File: src/rtl/plic_pkg.sv
// Shared constants and register-region codes for the interrupt controller core.
// Assumes a word address made of a region field over a source/context index.
package plic_pkg;
    localparam int IDX_W    = 6;
    localparam int REGION_W = 4;
    localparam int ADDR_W   = IDX_W + REGION_W;

    typedef enum logic [REGION_W-1:0] {
        RGN_PRIO   = 4'd0,
        RGN_TRIG   = 4'd1,
        RGN_ENAB   = 4'd2,
        RGN_THRESH = 4'd3,
        RGN_CLAIM  = 4'd4,
        RGN_PEND   = 4'd5
    } region_e;
endpackage

File: src/rtl/plic_gateway.sv
// Per-source gateway: converts a level or edge input into one pending request,
// holds the source in service from claim until completion, and optionally
// stores edges seen during service for later replay.
// Assumes irq_i is synchronous to clk and that claim_i only pulses while pending.
module plic_gateway #(
    parameter int CNT_W      = 2,
    parameter bit EDGE_QUEUE = 1'b1
) (
    input  logic clk,
    input  logic rst_n,
    input  logic irq_i,
    input  logic edge_mode_i,
    input  logic claim_i,
    input  logic done_i,
    output logic pend_o,
    output logic busy_o
);
    localparam logic [CNT_W-1:0] CNT_MAX = {CNT_W{1'b1}};

    logic             irq_q;
    logic             pend_q;
    logic             busy_q;
    logic [CNT_W-1:0] cnt_q;
    logic             rise;
    logic             idle;
    logic             take_cnt;

    assign rise     = irq_i & ~irq_q;
    assign idle     = ~pend_q & ~busy_q & ~claim_i;
    assign take_cnt = idle & edge_mode_i & ~rise & (cnt_q != '0);

    // Track input history, pending request and in-service state.
    always_ff @(posedge clk) begin
        if (!rst_n) begin
            irq_q  <= 1'b0;
            pend_q <= 1'b0;
            busy_q <= 1'b0;
        end else begin
            irq_q <= irq_i;
            if (claim_i) begin
                pend_q <= 1'b0;
                busy_q <= 1'b1;
            end else if (idle) begin
                if (edge_mode_i) pend_q <= rise | (cnt_q != '0);
                else             pend_q <= irq_i;
            end
            if (done_i && busy_q) busy_q <= 1'b0;
        end
    end

    // Edge store: counting variant or discard variant, chosen at build time.
    generate
        if (EDGE_QUEUE) begin : g_queue
            // Count edges during service, replay one whenever the gateway is idle.
            always_ff @(posedge clk) begin
                if (!rst_n) begin
                    cnt_q <= '0;
                end else if (edge_mode_i && busy_q && rise && cnt_q != CNT_MAX) begin
                    cnt_q <= cnt_q + 1'b1;
                end else if (take_cnt) begin
                    cnt_q <= cnt_q - 1'b1;
                end
            end
        end else begin : g_drop
            assign cnt_q = '0;
        end
    endgenerate

    assign pend_o = pend_q;
    assign busy_o = busy_q;
endmodule

File: src/rtl/plic_arbiter.sv
// Per-context arbiter: picks the pending, enabled source whose priority is
// highest and strictly above the threshold; ties go to the lower ID.
// Assumes source IDs 1..N_SRC; result 0 means no candidate.
module plic_arbiter #(
    parameter int N_SRC  = 8,
    parameter int PRIO_W = 3,
    parameter int ID_W   = 4
) (
    input  logic [N_SRC:1]             pend_i,
    input  logic [N_SRC:1]             en_i,
    input  logic [N_SRC:1][PRIO_W-1:0] prio_i,
    input  logic [PRIO_W-1:0]          thr_i,
    output logic [ID_W-1:0]            id_o,
    output logic                       irq_o
);
    logic [PRIO_W-1:0] best_p;

    // Linear scan seeded with the threshold; strict compare keeps the lower ID on ties.
    always_comb begin
        best_p = thr_i;
        id_o   = '0;
        for (int s = 1; s <= N_SRC; s++) begin
            if (pend_i[s] && en_i[s] && prio_i[s] > best_p) begin
                best_p = prio_i[s];
                id_o   = ID_W'(s);
            end
        end
    end

    assign irq_o = (id_o != '0);
endmodule

File: src/rtl/plic_core.sv
// Interrupt controller core: configuration registers, one gateway per source,
// one arbiter per context, claim on read and completion on write.
// Assumes DATA_W > N_SRC, N_SRC < 64, N_CTX < 64, one access per cycle.
module plic_core import plic_pkg::*; #(
    parameter int N_SRC      = 8,
    parameter int N_CTX      = 2,
    parameter int PRIO_W     = 3,
    parameter int CNT_W      = 2,
    parameter bit EDGE_QUEUE = 1'b1,
    parameter int DATA_W     = 32
) (
    input  logic              clk,
    input  logic              rst_n,
    input  logic [N_SRC:1]    irq_src_i,
    input  logic              reg_wr_i,
    input  logic              reg_rd_i,
    input  logic [ADDR_W-1:0] reg_addr_i,
    input  logic [DATA_W-1:0] reg_wdata_i,
    output logic [DATA_W-1:0] reg_rdata_o,
    output logic [N_CTX-1:0]  ctx_irq_o
);
    localparam int ID_W = $clog2(N_SRC + 1);

    logic [N_SRC:1][PRIO_W-1:0] prio_q;
    logic [N_SRC:1]             edge_q;
    logic [N_CTX-1:0][N_SRC:1]  en_q;
    logic [N_CTX-1:0][PRIO_W-1:0] thr_q;
    logic [N_SRC:1]             pend_w;
    logic [N_SRC:1]             busy_w;
    logic [N_SRC:1]             claim_v;
    logic [N_SRC:1]             done_v;
    logic [N_CTX-1:0][ID_W-1:0] best_id;
    logic [REGION_W-1:0]        rgn;
    logic [IDX_W-1:0]           idx;

    assign rgn = reg_addr_i[ADDR_W-1 -: REGION_W];
    assign idx = reg_addr_i[IDX_W-1:0];

    // Configuration register writes; out-of-range indices fall through.
    always_ff @(posedge clk) begin
        if (!rst_n) begin
            prio_q <= '0;
            edge_q <= '0;
            en_q   <= '0;
            thr_q  <= '0;
        end else if (reg_wr_i) begin
            for (int s = 1; s <= N_SRC; s++) begin
                if (idx == IDX_W'(s)) begin
                    if (rgn == RGN_PRIO) prio_q[s] <= reg_wdata_i[PRIO_W-1:0];
                    if (rgn == RGN_TRIG) edge_q[s] <= reg_wdata_i[0];
                end
            end
            for (int c = 0; c < N_CTX; c++) begin
                if (idx == IDX_W'(c)) begin
                    if (rgn == RGN_ENAB)   en_q[c]  <= reg_wdata_i[N_SRC:1];
                    if (rgn == RGN_THRESH) thr_q[c] <= reg_wdata_i[PRIO_W-1:0];
                end
            end
        end
    end

    // Decode claim reads and completion writes into per-source pulses.
    always_comb begin
        claim_v = '0;
        done_v  = '0;
        if (rgn == RGN_CLAIM) begin
            for (int c = 0; c < N_CTX; c++) begin
                if (idx == IDX_W'(c)) begin
                    for (int s = 1; s <= N_SRC; s++) begin
                        if (reg_rd_i && best_id[c] == ID_W'(s)) claim_v[s] = 1'b1;
                        if (reg_wr_i && reg_wdata_i == DATA_W'(s)) done_v[s] = 1'b1;
                    end
                end
            end
        end
    end

    // Registered read data, one cycle after the strobe.
    always_ff @(posedge clk) begin
        if (!rst_n) begin
            reg_rdata_o <= '0;
        end else if (reg_rd_i) begin
            reg_rdata_o <= '0;
            for (int s = 1; s <= N_SRC; s++) begin
                if (idx == IDX_W'(s)) begin
                    if (rgn == RGN_PRIO) reg_rdata_o[PRIO_W-1:0] <= prio_q[s];
                    if (rgn == RGN_TRIG) reg_rdata_o[0]          <= edge_q[s];
                end
            end
            for (int c = 0; c < N_CTX; c++) begin
                if (idx == IDX_W'(c)) begin
                    if (rgn == RGN_ENAB)   reg_rdata_o[N_SRC:1]   <= en_q[c];
                    if (rgn == RGN_THRESH) reg_rdata_o[PRIO_W-1:0] <= thr_q[c];
                    if (rgn == RGN_CLAIM)  reg_rdata_o[ID_W-1:0]   <= best_id[c];
                end
            end
            if (rgn == RGN_PEND) reg_rdata_o[N_SRC:1] <= pend_w;
        end
    end

    generate
        for (genvar s = 1; s <= N_SRC; s++) begin : g_src
            plic_gateway #(
                .CNT_W      (CNT_W),
                .EDGE_QUEUE (EDGE_QUEUE)
            ) gw_i (
                .clk         (clk),
                .rst_n       (rst_n),
                .irq_i       (irq_src_i[s]),
                .edge_mode_i (edge_q[s]),
                .claim_i     (claim_v[s]),
                .done_i      (done_v[s]),
                .pend_o      (pend_w[s]),
                .busy_o      (busy_w[s])
            );
        end
        for (genvar c = 0; c < N_CTX; c++) begin : g_ctx
            plic_arbiter #(
                .N_SRC  (N_SRC),
                .PRIO_W (PRIO_W),
                .ID_W   (ID_W)
            ) arb_i (
                .pend_i (pend_w),
                .en_i   (en_q[c]),
                .prio_i (prio_q),
                .thr_i  (thr_q[c]),
                .id_o   (best_id[c]),
                .irq_o  (ctx_irq_o[c])
            );
        end
    endgenerate
endmodule

File: config.mk
export PLATFORM = sky130hd
export DESIGN_NAME = plic_core
export DESIGN_NICKNAME = d
export VERILOG_FILES = /design/src/rtl/plic_pkg.sv /design/src/rtl/plic_gateway.sv /design/src/rtl/plic_arbiter.sv /design/src/rtl/plic_core.sv
export SDC_FILE = /design/constraint.sdc
export NUM_CORES = 1
export LEC_CHECK = 0
export BUFFER_PORTS_ARGS = -buffer_cell sky130_fd_sc_hd__buf_2
export CORE_MARGIN = 1.5
export CORE_UTILIZATION = 42
export CTS_BUF_LIST = sky130_fd_sc_hd__clkbuf_16
export CTS_CLUSTER_DIAMETER = 30
export DETAILED_ROUTE_END_ITERATION = 10
export PLACE_DENSITY_LB_ADDON = 0.2
export SETUP_SLACK_MARGIN = 0.3
export SLEW_MARGIN = 20
export SYNTH_ARGS = -nofsm -noshare
export SYNTH_HDL_FRONTEND = slang
export SYNTH_SLANG_ARGS = --single-unit
File: constraint.sdc
create_clock -name clk -period 33.2 [get_ports clk]
set_clock_uncertainty 0.15 [all_clocks]
set_input_delay 6.64 -clock clk [delete_from_list [all_inputs] [get_ports clk]]
set_output_delay 6.64 -clock clk [all_outputs]
set_load 0.02 [all_outputs]
### Word-level counts from Yosys, hierarchy flattened

Index checks and enable logic that the tools add are counted.

* div/mod/pow operators: 0
* eq/ne operators: 45
* add/subtract/negate cells: 16
* muxes and demuxes: 141
* reduce and logical (&&, ||, !) cells: 144
* bitwise logic cells: 97
* shift operators: 0
* $lt $le $gt $ge: 16
* multiply operators: 0

Operator list (number)
* 3-bit two-way mux: 54
* 32-bit by 3-bit equality test with 1-bit output, second input constant: 4
* 1-bit logical AND: 88
* 8-bit two-way mux: 11
* 32-bit by 2-bit equality test with 1-bit output, second input constant: 2
* 3-bit AND reduction: 20
* 1-bit two-way mux: 50
* 1-bit AND: 48
* 3-bit > comparator: 16
* 1-bit NOT: 41
* 4-bit by 3-bit equality test with 1-bit output, second input constant: 10
* 2-bit two-way mux: 20
* 32-bit by 1-bit equality test with 1-bit output, second input constant: 1
* 32-bit by 4-bit equality test with 1-bit output, second input constant: 1
* 2-bit nonzero test: 16
* 2-bit OR reduction: 16
* 4-bit by 2-bit equality test with 1-bit output, second input constant: 6
* 6-bit by 3-bit equality test with 1-bit output, second input constant: 4
* 9-bit two-way mux: 2
* 2-bit by 1-bit adder with 2-bit output, second input constant: 8
* 4-bit two-way mux: 4
* 2-bit inequality test, second input constant: 8
* 2-bit by 1-bit subtractor with 2-bit output, second input constant: 8
* 4-bit by 1-bit equality test with 1-bit output, second input constant: 3
* other kinds (8): 18

* bits of input ports: 54
* bits in read-only memories: 0
* output and inout bits: 34
* register bits after elaboration: 103
* bits in latches: 0
* memories kept: 0
* word-level logic and storage cells: 512
* bits in writable memories: 0

### Depth between registers and ports, before layout

Gate-level depths: netlist (run 1).

* depth after elaboration: 50
* gate-level depth with buffers: 71
* mapped depth without buffers: 68

### By module

A second synthesis (run 1) with hierarchy kept.

* cells, all modules: 966
* area total of the unflattened synthesis: 7913.8 sq um

By module, submodules not included
* plic_core: area an instance 3773.6 sq um, instances 1, sequential area each 1261.2 sq um, cells an instance 438
* plic_gateway: area an instance 241.5 sq um, instances 8, sequential area each 100.1 sq um, cells an instance 25
* plic_arbiter (g_ctx[1].arb_i): area an instance 1183.6 sq um, instances 1, sequential area each 0.0 sq um, cells an instance 175
* plic_arbiter (g_ctx[0].arb_i): area an instance 1024.7 sq um, instances 1, sequential area each 0.0 sq um, cells an instance 153

### Worst setup path after synthesis (run 1)

Ideal clock, no wire load.

* kind: register -> output
* start: register thr_q[4] in the netlist's numbering
* end: output port ctx_irq_o[1]
* setup slack: 14434 ps
* cell stages (with the launch flop): 61
* arrival time: 11976 ps
* cells stage by stage: dfxtp_1 > buf_2 > inv_1 > ha_1 > nor2b_4 > o31a_1 > nand2_2 > mux2i_1 > ha_1 > nand2_1 > nor2_1 > nor4_1 > a21oi_2 > a21oi_1 > mux2_2 > ha_1 > and3b_1 > nand2_1 > [... 25 more ...] > a2bb2oi_1 > nor2_1 > nand2_2 > buf_6 > mux2i_1 > ha_1 > o21a_1 > o2111ai_1 > clkbuf_1 > nor2_1 > a21o_1 > ha_1 > nor2b_1 > o21ai_0 > a21oi_1 > nor4_1 > nand4_1 > buf_4

* cells in the longest elaborated chain, start to end: 25
* elaborated cells between the ends (all ways): 32
* classes of those cells: order compare: 8; mux: 15; reduce/logical: 9

Ends and longest elaborated chain
* start: declaration: RTL line plic_core.sv:27 `logic [N_CTX-1:0][PRIO_W-1:0] thr_q;`
* start signal: indexed assignment: RTL line plic_core.sv:56 `if (rgn == RGN_THRESH) thr_q[c] <= reg_wdata_i[PRIO_W-1:0];`
* 3-bit > comparator: RTL line plic_arbiter.sv:23 `if (pend_i[s] && en_i[s] && prio_i[s] > best_p) begin`
* 1-bit logical AND: RTL line plic_arbiter.sv:23
* 3-bit two-way mux: RTL line plic_arbiter.sv:23
* 3-bit > comparator: RTL line plic_arbiter.sv:23
* 1-bit logical AND: RTL line plic_arbiter.sv:23
* 3-bit two-way mux: RTL line plic_arbiter.sv:23
* 3-bit > comparator: RTL line plic_arbiter.sv:23
* 1-bit logical AND: RTL line plic_arbiter.sv:23
* [... 9 more ...]
* 3-bit two-way mux: RTL line plic_arbiter.sv:23
* 3-bit > comparator: RTL line plic_arbiter.sv:23
* 1-bit logical AND: RTL line plic_arbiter.sv:23
* 3-bit two-way mux: RTL line plic_arbiter.sv:23
* 3-bit > comparator: RTL line plic_arbiter.sv:23
* 1-bit logical AND: RTL line plic_arbiter.sv:23
* 4-bit two-way mux (*): RTL line plic_arbiter.sv:23
* 4-bit nonzero test (*): RTL line plic_arbiter.sv:30 `assign irq_o = (id_o != '0);`
* end: declaration: RTL line plic_core.sv:20 `output logic [N_CTX-1:0] ctx_irq_o`

Every way passes the cells marked *; elsewhere a longest branch is shown, timed or not.

### Final worst setup path (run 1)

Same ends and word-level chain as after synthesis.

==> results of run 1 <==
## sequential cells by signal (all words and copies together) (netlist names)
| name | flops |
|---|---|
| g_src.gw_i.irq_q | 8 |
| thr_q | 6 |
| edge_q | 8 |
| g_src.gw_i.pend_o | 8 |
| g_src.gw_i.cnt_q | 16 |
| prio_q | 24 |
| g_src.gw_i.busy_o | 8 |
| reg_rdata_o | 9 |
| en_q | 16 |
## layout by cell type (no fill, tap or decap), types with 5 or more instances in the layout
master | synthesis | final
sky130_fd_sc_hd__a21boi_0 | 60 | 60
sky130_fd_sc_hd__a21oi_1 | 31 | 31
sky130_fd_sc_hd__a22oi_1 | 15 | 15
sky130_fd_sc_hd__a31oi_1 | 8 | 8
sky130_fd_sc_hd__and2_1 | 20 | 20
sky130_fd_sc_hd__and3_1 | 18 | 18
sky130_fd_sc_hd__buf_2 | 5 | 64
sky130_fd_sc_hd__buf_4 | 25 | 5
sky130_fd_sc_hd__clkbuf_16 | 0 | 9
sky130_fd_sc_hd__conb_1 | 1 | 23
sky130_fd_sc_hd__dfxtp_1 | 103 | 103
sky130_fd_sc_hd__ha_1 | 33 | 33
sky130_fd_sc_hd__inv_1 | 43 | 43
sky130_fd_sc_hd__mux2_2 | 14 | 14
sky130_fd_sc_hd__mux2i_1 | 16 | 16
sky130_fd_sc_hd__nand2_1 | 166 | 166
sky130_fd_sc_hd__nand2b_1 | 10 | 10
sky130_fd_sc_hd__nand3_1 | 77 | 77
sky130_fd_sc_hd__nand4_1 | 10 | 10
sky130_fd_sc_hd__nor2_1 | 68 | 68
sky130_fd_sc_hd__nor2b_1 | 22 | 22
sky130_fd_sc_hd__nor3_1 | 15 | 14
sky130_fd_sc_hd__nor3b_1 | 5 | 5
sky130_fd_sc_hd__nor4_1 | 18 | 18
sky130_fd_sc_hd__o211a_1 | 9 | 9
sky130_fd_sc_hd__o21ai_0 | 57 | 57
sky130_fd_sc_hd__o22ai_1 | 11 | 11
sky130_fd_sc_hd__o311a_1 | 11 | 11
sky130_fd_sc_hd__o311ai_0 | 11 | 11
sky130_fd_sc_hd__o31ai_1 | 6 | 6
sky130_fd_sc_hd__o32a_1 | 6 | 6
sky130_fd_sc_hd__or2_2 | 6 | 6
sky130_fd_sc_hd__or3b_2 | 5 | 5
## power groups by stage
stage / Sequential (mW) / Combinational, mW / Clock [mW]
3_3_place_gp: 0.130 / 0.0209 / 0
6_report: 0.127 / 0.0213 / 0.115
5_1_grt: 0.128 / 0.0230 / 0.123
4_1_cts: 0.127 / 0.0209 / 0.118
3_5_place_dp: 0.130 / 0.0209 / 0
2_1_floorplan: 0.130 / 0.0141 / 0
## stage by stage
step / std cells / util (%) / setup slack, ns / total power [mW] / area [sq um]
floorplan: 1067 / - / 14.43 / 0.144 / 7930
global placement: 1294 / 45.2 / 13.18 / 0.151 / 8210
detailed placement: 1294 / 45.2 / 12.79 / 0.151 / 8210
CTS: 1310 / 47.0 / 12.32 / 0.267 / 8530
global route: 1311 / 47.0 / 11.12 / 0.273 / 8540
finish: 1311 / 47.0 / 12.17 / 0.264 / 8540
## area by class of cell
type	count	area (sq um)	area share [%]
Sequential cell	103	2060	24.2
Clock inverter	7	100	1.17
Inverter	43	161	1.89
Timing Repair Buffer	69	358	4.19
Antenna cell	1	2.50	0.0293
Clock buffer	9	225	2.64
Tap cell	229	287	3.36
Multi-Input combinational cell	850	5340	62.6
## routing by layer
| metal | global-route usage, % | vias up | routed length (microns) |
|---|---|---|---|
| met5 | 0 | - | 0 |
| met4 | 8.03 | 0 | 615 |
| met3 | 4.65 | 41 | 1920 |
| met2 | 39.4 | 308 | 10900 |
| met1 | 37.4 | 3720 | 11600 |
| li1 | - | 3860 | - |
## worst max-delay path, delay by kind of cell, from the launching register on
family,cells,cell delay [ns]
flip-flops,1,0.54
buffers and inverters,4,0.48
multiplexers,5,1.62
adder cells (fa/ha/maj),8,2.57
AO/OA/AOI/OAI,17,3.87
AND/OR/NAND/NOR,23,4.75
## cells by family after synthesis
logic type      synth area share (%)
mux                             4.76
simple gates                    29.3
flops                           26.3
xor+xnor                       0.446
compound gates                  26.9
fa+ha+maj                       5.51
other cells                   0.0478
buf+inv                         6.82
## worst max-delay path by stage
stage | slack, ns | from | end
floorplan | 14.43 | thr_q[4] | ctx_irq_o[1]
global placement | 13.18 | thr_q[4] | ctx_irq_o[1]
detailed placement | 12.79 | thr_q[4] | ctx_irq_o[1]
CTS | 12.32 | thr_q[4] | ctx_irq_o[1]
global route | 11.12 | thr_q[4] | ctx_irq_o[1]
finish | 12.17 | thr_q[4] | ctx_irq_o[1]
==> Implementation_results.wiki, run 1 <==
{| class="wikitable"
! Metric !! Value
|-
| TritonCTS clock tree || yes
|-
| Cell area after synthesis || 7850 sq um
|-
| Detailed-route wire length || 25.1 mm
|-
| Slowest cell delay on critical path || 0.69 ns
|-
| Final Hold Fails || 0
|-
| Post-synth EDFFs || 0
|-
| Power density normalized to cell area || 30.9 nW/um^2
|-
| Part of the power in combinational logic || 8.1%
|-
| Largest fanout of any net on the critical path || 12
|-
| Fraction of post-synthesis cell area in the top cell type by area || 26.3%
|-
| CTS sink count || 103
|-
| Psw || 0.0708 mW
|-
| Number of input and output port buffers inserted || 64
|-
| Die Height || 140 microns
|-
| Slew at the pin with the worst max-slew slack || 0.980 ns
|-
| Cell taking the most area after synthesis || sky130_fd_sc_hd__dfxtp_1
|-
| Sequential-to-total area share from yosys stat || 26.3%
|-
| DRC violation count after routing || 3
|-
| Share of layout cells above drive strength 1 || 12.1%
|-
| Leakage power total || 3.24 nW
|-
| Area of the die || 19500 sq um
|-
| Count of synthesis-stage warnings from yosys || 0
|-
| Kind of start point of the critical path || flip-flop
|-
| Dominant synthesized flop cell || sky130_fd_sc_hd__dfxtp_1
|-
| R2r endpoint || g_src[5].gw_i.busy_o
|-
| Achievable Freq || 47.5 MHz
|-
| Max-slew headroom || 34.1%
|-
| Worst Hold Margin || 0.328 ns
|-
| Pre-Repair DR Iteration Count || 8
|-
| Maximum resistive drop on vdd || 0.0000249 V
|-
| Setup CP Type || reg2out
|-
| Chip width || 140 microns
|-
| Initial core utilization || 43.3%
|-
| RSZ-0062 raised after global routing || no
|-
| Worst r2r src || thr_q[4]
|-
| Number of cells traversed by the worst hold path || 2
|-
| Distinct cell type count of the synthesized netlist || 90
|-
| Dominant cells by area after synthesis || sky130_fd_sc_hd__dfxtp_1 (26%), sky130_fd_sc_hd__nand2_1 (7.9%), sky130_fd_sc_hd__a21boi_0 (5.7%)
|-
| Final setup violating endpoints || 0
|-
| Layout overhead on the synthesized area || 8.73%
|-
| Wire length of the first global-routing pass || 39.8 mm
|-
| Critical path arrival || 14.24 ns
|-
| Share of synthesized registers carrying an async set or reset || 0%
|-
| Row cnt || 49
|-
| Count of mapped cells out of synthesis || 1045
|-
| WL per Instance || 19.1 microns
|-
| CTS Buffer Depth || 2
|-
| Hold/Removal Path Class || reg2reg
|-
| Depth of the CTS H-tree || 3
|-
| Grt total ovfl || 0
|-
| Worst-path cell with the longest stage delay || sky130_fd_sc_hd__o2111ai_1
|-
| Initial antenna violation count || 1
|-
| Number of gates resized after cts || 0
|-
| Cell seen most often among critical-path stages || sky130_fd_sc_hd__ha_1
|-
| Ranking of synthesized cells by instance count || sky130_fd_sc_hd__nand2_1 (166), sky130_fd_sc_hd__dfxtp_1 (103), sky130_fd_sc_hd__nand3_1 (77)
|-
| Total global routing track utilization || 26.0%
|-
| Hold worst-path end || prio_q[21]
|-
| Remaining number of nets flagged by the antenna check after routing || 0
|-
| Synthesized area per cell || 7.51 sq um
|-
| Period utilisation layout || 63.4%
|-
| Yosys reg bits || 103
|-
| Setup Total Neg Slack || 0 ns
|-
| Number of buffers created by CTS || 9
|-
| Power share of the sequential group || 48.3%
|-
| Net count, final || 1163
|-
| Cell internal pwr || 0.193 mW
|-
| Result of the run || complete, but fails checks
|-
| HPWL reported at the end of detailed placement || 19.1 mm
|-
| Crit path time final || 21.03 ns
|-
| Clk root buf || sky130_fd_sc_hd__clkbuf_16
|-
| Number of DRC markers in iteration 0 || 780
|-
| Boundary Pins || 88
|-
| Max-cap violation count || 0
|-
| Endpoint kind of the worst setup timing path || output pin
|-
| Core area || 18100 sq um
|-
| Filler Cell Count || 1842
|-
| CTS hold repair buffers || 0
|-
| Post-CTS setup buffer count || 0
|-
| Vias || 7929
|-
| Latest clock arrival within the worst-skew pair || 0.36 ns
|-
| Largest net degree at the start of global routing || 106
|-
| Min-Delay Startpoint || prio_q[21]
|-
| Crit path required time || 26.41 ns
|-
| Mean number of vias per cell || 6.05
|-
| Vias in the first global route || 7170
|-
| Depth of the worst register-to-register path || 58
|-
| Number of pins with negative max-slew slack in the final report || 0
|-
| Violations in the final reports || DRC
|-
| Final RePlAce weighted congestion || 0.922
|-
| Flop-to-flop setup slack || 18.58 ns
|-
| Clock transition at the registers of the reported paths || 0.08 ns
|-
| Switch share || 26.8%
|-
| Clock network power share || 43.7%
|-
| Count leader, synth || sky130_fd_sc_hd__nand2_1
|}
Power figures use the tool's default switching activity.
==> run 2, diff against run 1 <==
clock period = 21.6 ns   (was 33.2 ns; I/O delays follow)
==> run 2 against run 1 <==
Effect of this change:
- the run still ends with DRC left
- worst setup slack got worse by 9.3 ns
- global-route usage fell by 0.50 points
- worst hold slack better by 0.0056 ns
- non-clock buffer count is 1 higher
- via count up 0.37%
- count of clock-buffer cells in the layout unchanged
- combinational power up 54%
- clock power up 54%
==> Implementation_results.wiki, run 2 (same netlist as run 1, synthesis figures left out) <==
{| class="wikitable"
! Metric !! Value
|-
| Number of inserted diodes || 0 (-1)
|-
| Final Hold Fails || 0 (unchanged)
|-
| Row cnt || 49 (unchanged)
|-
| Wire length of the first global-routing pass || 39.1 mm (-1.7%)
|-
| Worst-path cell with the longest stage delay || sky130_fd_sc_hd__o2111ai_1
|-
| Min-Delay Startpoint || prio_q[21]
|-
| Pre-CTS setup slack || 3.49 ns (-9.30 ns)
|-
| Total global routing track utilization || 25.5% (-0.50 points)
|-
| Register containing the most flip-flops in the final layout || prio_q
|-
| Grt total ovfl || 0 (unchanged)
|-
| Power density normalized to cell area || 47.6 nW/um^2 (+54%)
|-
| Leakage power total || 3.24 nW (about the same)
|-
| CTS sink count || 103 (unchanged)
|-
| Vias || 7958 (+0.37%)
|-
| Kind of start point of the critical path || flip-flop
|-
| Latest clock arrival within the worst-skew pair || 0.37 ns (about the same)
|-
| DRC violation count after routing || 3 (unchanged)
|-
| Worst r2r src || thr_q[4]
|-
| Final worst-path setup slack || 2.91 ns (-9.25 ns)
|-
| R2r endpoint || g_src[5].gw_i.busy_o
|-
| Number of input and output port buffers inserted || 64 (unchanged)
|-
| CTS Buffer Depth || 2 (unchanged)
|-
| Initial core utilization || 43.3% (unchanged)
|-
| Max-slew headroom || 32.7% (-1.4 points)
|-
| Pre-Repair DR Iteration Count || 8 (unchanged)
|-
| Hold worst-path end || prio_q[21]
|-
| Post-CTS setup buffer count || 0 (unchanged)
|-
| Number of cells traversed by the worst hold path || 2 (unchanged)
|-
| Chip width || 140 microns (unchanged)
|-
| Number of DRC markers in iteration 0 || 746 (-4.4%)
|-
| Share of layout cells above drive strength 1 || 12.2% (+0.081 points)
|-
| Depth of the worst register-to-register path || 58 (unchanged)
|-
| Cell seen most often among critical-path stages || sky130_fd_sc_hd__ha_1
|-
| Setup Total Neg Slack || 0 ns (unchanged)
|-
| Most common cell after layout, fill and taps aside || sky130_fd_sc_hd__nand2_1
|-
| Area of the die || 19500 sq um (unchanged)
|-
| HPWL reported at the end of detailed placement || 19.0 mm (-0.43%)
|-
| Core area || 18100 sq um (unchanged)
|-
| CTS hold repair buffers || 0 (unchanged)
|-
| Depth of the CTS H-tree || 3 (unchanged)
|-
| Achievable Freq || 53.5 MHz
|-
| Final setup violating endpoints || 0 (unchanged)
|-
| Slowest cell delay on critical path || 0.66 ns (-0.03 ns)
|-
| Flip-flop count of the largest register, all copies and words added || 24 (unchanged)
|-
| Hold/Removal Path Class || reg2reg
|-
| Boundary Pins || 88 (unchanged)
|-
| Initial antenna violation count || 0 (-1)
|-
| Detailed-route wire length || 24.9 mm (-0.63%)
|-
| Critical path arrival || 14.22 ns (-0.02 ns)
|-
| Endpoint kind of the worst setup timing path || output pin
|-
| Setup CP Type || reg2out
|-
| Vias in the first global route || 7101 (-0.96%)
|-
| Layout overhead on the synthesized area || 8.67% (about the same)
|-
| Final RePlAce weighted congestion || 0.918 (-0.43%)
|-
| WL per Instance || 19.0 microns (-0.63%)
|-
| RSZ-0062 raised after global routing || no
|-
| Number of pins with negative max-slew slack in the final report || 0 (unchanged)
|-
| Mean number of vias per cell || 6.07 (+0.37%)
|-
| Remaining number of nets flagged by the antenna check after routing || 0 (unchanged)
|-
| Clk root buf || sky130_fd_sc_hd__clkbuf_16
|-
| Number of buffers created by CTS || 9 (unchanged)
|-
| Number of gates resized after cts || 0 (unchanged)
|-
| TritonCTS clock tree || yes
|-
| Slew at the pin with the worst max-slew slack || 1.00 ns (+0.0203 ns)
|-
| Clock transition at the registers of the reported paths || 0.08 ns (about the same)
|-
| Flop-to-flop setup slack || 7.01 ns (-11.57 ns)
|-
| Violations in the final reports || DRC
|-
| Net count, final || 1164 (+0.086%)
|-
| Max-cap violation count || 0 (unchanged)
|-
| Maximum resistive drop on vdd || 0.0000396 V (+59%)
|-
| Crit path required time || 17.13 ns (-9.28 ns)
|-
| Die Height || 140 microns (unchanged)
|-
| Commonest non-fill, non-tap cells in the layout || sky130_fd_sc_hd__nand2_1 (166), sky130_fd_sc_hd__dfxtp_1 (103), sky130_fd_sc_hd__nand3_1 (77)
|-
| Registers with the highest flip-flop counts || prio_q (24), en_q (16), g_src.gw_i.cnt_q (16)
|-
| Largest net degree at the start of global routing || 106 (unchanged)
|-
| Result of the run || complete, but fails checks
|-
| Crit path time final || 18.69 ns
|-
| Period utilisation layout || 86.5%
|-
| Largest fanout of any net on the critical path || 12 (unchanged)
|}
-- run 2: cell count changes in the layout (fill, tap and decap cells not counted), sizes merged --
cell      change
buf           +1
clkinv        -1
clkinvlp      +1
diode         -1
-- run 2: critical path: cells and delay by family, from the launching register on --
| kind | cells | cell delay (ns) |
|---|---|---|
| compound gates | 17 | 3.81 |
| fa+ha+maj | 8 | 2.60 |
| buf+inv | 4 | 0.49 |
| flops | 1 | 0.55 |
| mux | 5 | 1.63 |
| simple gates | 23 | 4.74 |
-- run 2: area by class of cell --
cell class	instances	area, sq um
inverter	43	161
fill	1846	9620
timing repair buffer	70	365
clock inverter	7	90.1
sequential	103	2060
multi-input combinational	850	5340
tap	229	287
clock buffer	9	225
-- run 2: how the worst max path moves through the flow --
stage,startpoint,to
5_1_grt,thr_q[4],ctx_irq_o[1]
2_1_floorplan,thr_q[4],ctx_irq_o[1]
6_report,thr_q[4],ctx_irq_o[1]
4_1_cts,thr_q[4],ctx_irq_o[1]
3_5_place_dp,thr_q[4],ctx_irq_o[1]
3_3_place_gp,thr_q[4],ctx_irq_o[1]
-- run 2: power by group --
group          internal (mW)  leakage, nW  total [mW]  switching (mW)
sequential             0.192        0.835       0.196         0.00363
clock                 0.0929        0.153       0.177          0.0842
combinational         0.0108         2.25      0.0328          0.0221
-- run 2: through the flow --
step / util, % / power, mW / instances / hold slack, ns / area (sq um)
after detailed placement: 45.3 / 0.233 / 1295 / 0.318 / 8220
after CTS: 47.0 / 0.407 / 1311 / 0.337 / 8530
final: 47.0 / 0.406 / 1311 / 0.334 / 8530
after global placement: 45.3 / 0.232 / 1295 / 0.311 / 8220
after global routing: 47.0 / 0.418 / 1311 / 0.352 / 8530
after floorplan: - / 0.221 / 1067 / 0.293 / 7930
-- run 2: per-layer routing --
layer	vias up	share of wire, %	global-route usage (%)
li1	3859	-	-
met1	3739	46	36.4
met2	316	43	38.6
met3	44	7.6	4.34
met4	0	2.9	8.98
met5	-	0	0
